`src/rtl/fold_add_pkg.sv`:
```
package fold_add_pkg;

  // Two-step folding schedule of the shared adder.
  typedef enum logic {
    PH_EVEN = 1'b0,  // fresh operands a and b enter the adder
    PH_ODD  = 1'b1   // partial sum is fed back together with c
  } fold_phase_e;

  localparam int unsigned GUARD_BITS = 2;  // headroom for three operands

endpackage

```
`src/rtl/fold_phase_ctr.sv`:
```
module fold_phase_ctr
  import fold_add_pkg::*;
(
  input  logic        clk,
  input  logic        rst,
  output fold_phase_e phase,
  output logic        is_even
);

  fold_phase_e phase_q;

  always_ff @(posedge clk) begin
    if (rst) begin
      phase_q <= PH_EVEN;
    end else begin
      phase_q <= (phase_q == PH_EVEN) ? PH_ODD : PH_EVEN;
    end
  end

  assign phase   = phase_q;
  assign is_even = (phase_q == PH_EVEN);

endmodule

```
`src/rtl/fold_sample_hold.sv`:
```
module fold_sample_hold #(
  parameter int unsigned DATA_W = 16
) (
  input  logic              clk,
  input  logic              rst,
  input  logic              is_even,
  input  logic              smp_vld,
  input  logic [DATA_W-1:0] opd_c,
  output logic [DATA_W-1:0] c_held,
  output logic              done_vld
);

  logic              tag_q;    // sample accepted in the current iteration
  logic              done_q;   // full sum sitting in the adder register
  logic [DATA_W-1:0] c_q;

  // c is captured with a and b so that only the even-phase port values count.
  always_ff @(posedge clk) begin
    if (rst) begin
      c_q <= '0;
    end else if (is_even) begin
      c_q <= opd_c;
    end
  end

  always_ff @(posedge clk) begin
    if (rst) begin
      tag_q  <= 1'b0;
      done_q <= 1'b0;
    end else if (is_even) begin
      tag_q  <= smp_vld;
      done_q <= 1'b0;
    end else begin
      done_q <= tag_q;
    end
  end

  assign c_held   = c_q;
  assign done_vld = done_q;

endmodule

```
`src/rtl/fold_operand_mux.sv`:
```
module fold_operand_mux
  import fold_add_pkg::*;
#(
  parameter int unsigned DATA_W = 16,
  parameter int unsigned SUM_W  = DATA_W + GUARD_BITS
) (
  input  fold_phase_e       phase,
  input  logic [DATA_W-1:0] opd_a,
  input  logic [DATA_W-1:0] opd_b,
  input  logic [DATA_W-1:0] c_held,
  input  logic [SUM_W-1:0]  partial,
  output logic [SUM_W-1:0]  op_x,
  output logic [SUM_W-1:0]  op_y
);

  function automatic logic [SUM_W-1:0] widen(input logic [DATA_W-1:0] v);
    return {{(SUM_W-DATA_W){v[DATA_W-1]}}, v};
  endfunction

  always_comb begin
    unique case (phase)
      PH_EVEN: begin
        op_x = widen(opd_a);
        op_y = widen(opd_b);
      end
      PH_ODD: begin
        op_x = partial;
        op_y = widen(c_held);
      end
      default: begin
        op_x = '0;
        op_y = '0;
      end
    endcase
  end

endmodule

```
`src/rtl/fold_pipe_adder.sv`:
```
module fold_pipe_adder #(
  parameter int unsigned SUM_W = 18
) (
  input  logic             clk,
  input  logic             rst,
  input  logic [SUM_W-1:0] op_x,
  input  logic [SUM_W-1:0] op_y,
  output logic [SUM_W-1:0] sum_q
);

  // Wrapping add at the full result width; one register stage follows it.
  function automatic logic [SUM_W-1:0] wrap_add(input logic [SUM_W-1:0] x,
                                                input logic [SUM_W-1:0] y);
    return x + y;
  endfunction

  logic [SUM_W-1:0] sum_r;

  always_ff @(posedge clk) begin
    if (rst) begin
      sum_r <= '0;
    end else begin
      sum_r <= wrap_add(op_x, op_y);
    end
  end

  assign sum_q = sum_r;

endmodule

```
`src/rtl/tri_operand_folded_adder.sv`:
```
module tri_operand_folded_adder
  import fold_add_pkg::*;
#(
  parameter int unsigned DATA_W = 16
) (
  input  logic                         clk,
  input  logic                         rst,
  input  logic                         smp_vld,
  input  logic [DATA_W-1:0]            opd_a,
  input  logic [DATA_W-1:0]            opd_b,
  input  logic [DATA_W-1:0]            opd_c,
  output logic [DATA_W+GUARD_BITS-1:0] sum_out,
  output logic                         sum_vld
);

  localparam int unsigned SUM_W = DATA_W + GUARD_BITS;

  // Named internal events, also observed by the bound checker.
  fold_phase_e      phase;
  logic             is_even;
  logic [DATA_W-1:0] c_held;
  logic             done_vld;
  logic [SUM_W-1:0] op_x;
  logic [SUM_W-1:0] op_y;
  logic [SUM_W-1:0] acc_q;

  fold_phase_ctr u_phase (
    .clk     (clk),
    .rst     (rst),
    .phase   (phase),
    .is_even (is_even)
  );

  fold_sample_hold #(.DATA_W(DATA_W)) u_hold (
    .clk      (clk),
    .rst      (rst),
    .is_even  (is_even),
    .smp_vld  (smp_vld),
    .opd_c    (opd_c),
    .c_held   (c_held),
    .done_vld (done_vld)
  );

  fold_operand_mux #(.DATA_W(DATA_W), .SUM_W(SUM_W)) u_mux (
    .phase   (phase),
    .opd_a   (opd_a),
    .opd_b   (opd_b),
    .c_held  (c_held),
    .partial (acc_q),
    .op_x    (op_x),
    .op_y    (op_y)
  );

  fold_pipe_adder #(.SUM_W(SUM_W)) u_add (
    .clk   (clk),
    .rst   (rst),
    .op_x  (op_x),
    .op_y  (op_y),
    .sum_q (acc_q)
  );

  assign sum_out = acc_q;
  assign sum_vld = done_vld;

endmodule

```
`config.mk`:
```
export PLATFORM = sky130hd
export DESIGN_NAME = tri_operand_folded_adder
export DESIGN_NICKNAME = d
export VERILOG_FILES = /design/src/rtl/fold_add_pkg.sv /design/src/rtl/fold_phase_ctr.sv /design/src/rtl/fold_sample_hold.sv /design/src/rtl/fold_operand_mux.sv /design/src/rtl/fold_pipe_adder.sv /design/src/rtl/tri_operand_folded_adder.sv
export SDC_FILE = /design/constraint.sdc
export NUM_CORES = 1
export LEC_CHECK = 0
export BUFFER_PORTS_ARGS = -buffer_cell sky130_fd_sc_hd__buf_2
export CAP_MARGIN = 5
export CORE_MARGIN = 5
export CORE_UTILIZATION = 35
export DETAILED_ROUTE_END_ITERATION = 10
export PLACE_DENSITY = 0.67
export RECOVER_POWER = 50
export SYNTH_ARGS = -nofsm -noshare
export SYNTH_HDL_FRONTEND = slang
export SYNTH_SLANG_ARGS = --single-unit
```
`constraint.sdc`:
```
create_clock -name clk -period 3.4 [get_ports clk]
set_clock_uncertainty 0.05 [all_clocks]
set_input_delay 1.02 -clock clk [delete_from_list [all_inputs] [get_ports clk]]
set_output_delay 1.02 -clock clk [all_outputs]
set_load 0.01 [all_outputs]
```
# Word level (Yosys, flattened, before mapping)
# Cells that the tools add are included.
[totals]
out_inout_bits = 19
inputBits = 51
regBits = 37
[classes]
muxes = 3
addsub = 1
reduce_logical = 1
n_bitwise = 1
[op_table]
columns = ["cell", "n"]
rows = [
  ["$pmux 18 s2", 2],
  ["$add 18x18->18", 1],
  ["$reduce_or 2->1", 1],
  ["$mux 1", 1],
  ["$not 1->1", 1],
]

# Logic depth before layout (Yosys ltp)
[logic_depth]
word_depth = 3
depth_mapped = 13

# Modules after synthesis
# Synthesis repeated with hierarchy kept, for this count alone.
[hier_totals]
cells_unflattened = 260
area_unflattened_um2 = 2627.5
[by_module_without_submodules]
columns = ["mod", "area_each_um2", "seq_area_each_um2", "cells_per_inst", "instances"]
rows = [
  ["fold_pipe_adder", 1377.6, 360.3, 159, 1],
  ["fold_sample_hold", 640.6, 360.3, 58, 1],
  ["fold_operand_mux", 581.8, 0.0, 40, 1],
  ["fold_phase_ctr", 27.5, 20.0, 3, 1],
]

# Worst setup path before layout
# Ideal clock, no wire load.
[synth_path]
path_type = "flip-flop to flip-flop"
from = "register u_phase.phase_q, in the netlist u_phase.phase"
to = "register u_add.sum_r[15], in the netlist u_add.sum_q[15]"
period_less_slack_ns = 2.946
path_stages_with_launch = 12
slack_ns = 0.454
arrival_time_ns = 2.774
path_cell_list = "dfxtp_1 -> clkbuf_1 -> clkbuf_1 -> mux2i_1 -> inv_1 -> ha_1 -> a211oi_1 -> o21ai_2 -> a21o_1 -> a21oi_2 -> o311a_1 -> mux2_4"
[synth_via]
elab_chain_cells = 3
word_cells_on_any_way = 4
[synth_lines]
columns = ["item", "line", "text"]
rows = [
  ["start: declaration", "fold_phase_ctr.sv:10", "fold_phase_e phase_q;"],
  ["start signal: assignment", "fold_phase_ctr.sv:16", "phase_q <= (phase_q == PH_EVEN) ? PH_ODD : PH_EVEN;"],
  ["$not 1->1", "fold_operand_mux.sv:21", "unique case (phase)"],
  ["$pmux 18 s2", "fold_operand_mux.sv:21", ""],
  ["$add 18x18->18 *", "fold_pipe_adder.sv:14", "return x + y;"],
  ["end signal: assignment", "fold_pipe_adder.sv:23", "sum_r <= wrap_add(op_x, op_y);"],
  ["end: declaration", "fold_pipe_adder.sv:17", "logic [SUM_W-1:0] sum_r;"],
]
# Every way passes the cells marked *; elsewhere a longest branch is shown, timed or not.
# A chain may end at the register's enable or synchronous reset.

# Worst setup path in the final report
[layout_path]
from = "input port opd_b[0]"
to = "register u_add.sum_r[16], in the netlist u_add.sum_q[16]"
[layout_via]
elab_chain_cells = 2
[layout_lines]
columns = ["item", "line", "text"]
rows = [
  ["start: declaration", "tri_operand_folded_adder.sv:10", "input logic [DATA_W-1:0] opd_b,"],
  ["$pmux 18 s2", "fold_operand_mux.sv:21", ""],
  ["$add 18x18->18", "fold_pipe_adder.sv:14", ""],
]
# No other way between the ends.

==> metrics.cfg <==
[pwr]
p_leak_nw=1.35
ir_worst_vdd_uv=326
power.clock.fraction_pct=29.9
power.share.switching_pct=31.9
p_switching_w=0.000488
pwr-share-comb_pct=35.3
seqPwrFrac_pct=34.8
p_int_w=0.00104
p_per_area_nw_per_um2=534

[timing]
setup_viol=0
finalSetupTns_ns=0
drv_slew=39
whs_ns=0.391
grt_setup_unrepaired=no
fmax_mhz=344
worstMarginPinSlew_ns=1.77
slew-limit-headroom_pct=-18.2
period_share_pct=85.5
fin_crit_ns=2.91
hold_viol_final=0

[global_route]
busiest_layer=met2
grt_first_pass_wirelength_um=9300
first_global_vias=2068
grt_overflow=0
met3_usage_pct=3.47
grtUsageMet1_pct=17.8
grt_use_total_pct=13.5
grt_max_degree=39
antenna_found_initial=0
grt_util_met2_pct=21.7

[route]
wire_per_inst_um=12.9
drcViolationCount=0
avgViaCountPerCell=4.93
num_vias=2115
first_pass_iters=4
wl_um=5530
drt_iter0_drc=117
ant_nets=0

[clocking]
cts.sinks=37
cts_tree=built
clkTransAtPathRegs_ns=0.08
cts_buffer_depth=2
cts_inserted_buffers=5
htreeDepth=2
post_cts_buffers=0
cts-root-buf=clkbuf_8
clock_latency_ns=0.29
postCtsResizedCells=0
cts_hold_buf=0

[synthesis]
ys_ff_latch=37
synth.area.top_cells=dfxtp_1 (32%), ha_1 (9.3%), mux2_2 (6.9%), a21oi_1 (6.3%), nand2b_1 (5.2%)
synth-main-ff-cell=dfxtp_1
synth.cells.most_frequent=dfxtp_1 (37), a21oi_1 (29), nand2_1 (29), nor2_1 (23), o21ai_0 (22)
synth_most_common_cell=dfxtp_1
yosysSeqAreaShare_pct=32.2
yosysTopAreaCell=dfxtp_1
ys_warn_count=0
mappedNetlistNets=354
synth-edff-count=0
async_flop_share_pct=0
netlist_area_um2=2300
postSynthCellCount=285
synth_top_area_share_pct=32.2
yosysUniqueCellTypes=34
avgSynthCellArea_um2=8.06

[worst_setup_path]
crit_arrival_ns=3.05
worstSetupPathType=primary input to flop
cp_max_fo=3
cp.required_ns=3.55
start_kind=primary input
critPathCaptureType=flop

[floorplanning]
die_w_um=91.0
start_util_pct=36.2
die_h_um=91.0
rows=29
fp.dieArea_um2=8280
ios=70
core_area_um2=6350

[finish]
multi_input_area_um2=1430
drive_gt1_share_pct=25.0
layout.nets=420
antenna_cells=0
syn_to_final_growth_pct=24.5
n_fill_cell=614
regArea_um2=742

[status]
violations=max-capacitance violations, max-slew violations
status=finished with violations

[place]
port-buffer-count=69
gp_congestion=0.844
hpwlAfterDp_um=4240

[min_path]
hold_class=flop to flop

[job]
maxCapViolCount=1

==> path summary, 6_finish.rpt <==
kind / startpoint / to / slack [ns] / cells after the start
max: opd_b[0] / u_add.sum_q[16] / 0.49 / 12
min: u_hold.tag_q / u_hold.done_vld / 0.39 / 2
max reg2reg: u_phase.phase / u_add.sum_q[15] / 0.51 / 10
min reg2reg: u_hold.tag_q / u_hold.done_vld / 0.39 / 2
==> power groups by stage <==
| stage | Combinational [W] | Sequential [W] | Clock, W |
|---|---|---|---|
| floorplan | 0.000362 | 0.000559 | 0 |
| global placement | 0.000537 | 0.000541 | 0 |
| detailed placement | 0.000543 | 0.000541 | 0 |
| CTS | 0.000547 | 0.000532 | 0.000469 |
| global route | 0.000610 | 0.000541 | 0.000488 |
| finish | 0.000540 | 0.000532 | 0.000456 |
==> state kept, by name (all words and copies together), names as in the netlist <==
name,cells
u_hold.c_held,16
u_add.sum_q,18
u_hold.done_vld,1
u_hold.tag_q,1
u_phase.phase,1
==> stage by stage <==
| step | utilization, % | total power (W) | area [um^2] | setup slack (ns) | cells |
|---|---|---|---|---|---|
| after CTS | 45.2 | 0.00155 | 2870 | 0.501 | 429 |
| after detailed placement | 43.1 | 0.00108 | 2740 | 0.212 | 421 |
| after global routing | 45.0 | 0.00164 | 2860 | 0.250 | 429 |
| after floorplan | - | 0.000921 | 2300 | 0.454 | 285 |
| final | 45.0 | 0.00153 | 2860 | 0.492 | 429 |
| after global placement | 43.1 | 0.00108 | 2740 | 0.228 | 421 |
==> final cells by class <==
type | count | area share, %
multi-input combinational | 215 | 50.1
sequential | 37 | 25.9
timing repair buffer | 72 | 13.3
tap | 77 | 3.37
inverter | 20 | 2.62
clock buffer | 5 | 2.41
clock inverter | 3 | 2.27
==> cell families (layout without fill, tap and decap cells) <==
logic type                 Yosys count  after routing  synth area share (%)
muxes                               17             17                  8.39
AOI/OAI and AO/OA                   79             79                  20.4
DFF                                 37             37                  32.2
adders and majority gates           18             18                  10.1
buffers and inverters               33            100                  5.39
and+or+nand+nor                     87             87                  18.1
xor gates and xnor gates            14             14                  5.34
==> layer usage <==
| layer | up-vias | wire [um] |
|---|---|---|
| li1 | 1107 | - |
| met1 | 948 | 2670 |
| met2 | 56 | 2480 |
| met3 | 4 | 318 |
| met4 | 0 | 58 |
| met5 | - | 0 |
==> critical path, cell delays in order <==
cell and delay (ns):
buf_2 0.07, inv_1 0.03, o21ai_0 0.14, ha_1 0.23, inv_1 0.07, fa_1 0.39, nand2b_1 0.17, a21oi_1 0.23
o21ai_0 0.21, a211oi_1 0.26, a31oi_1 0.08, a31oi_1 0.16
==> placed cells by master, fill, tap and decap left out, drive strengths merged <==
cell type and instances:
nand2 29, mux2 15, o31ai 3, o311a 1
nand3b 1, nor3b 1, clkbuf 15, o21a 5
o21ai 23, nand4 4, and3 1, a21oi 30
xnor2 7, a221oi 1, mux2i 2, buf 62
nand2b 19, and4 1, nor3 2, a21o 6
nor2b 6, clkinv 1, nor2 23, a31oi 3
ha 17, o211ai 3, xor2 7, o21bai 2
dfxtp 37, bufinv 2, fa 1, inv 20
a211oi 2
Power figures use the tool's default switching activity.
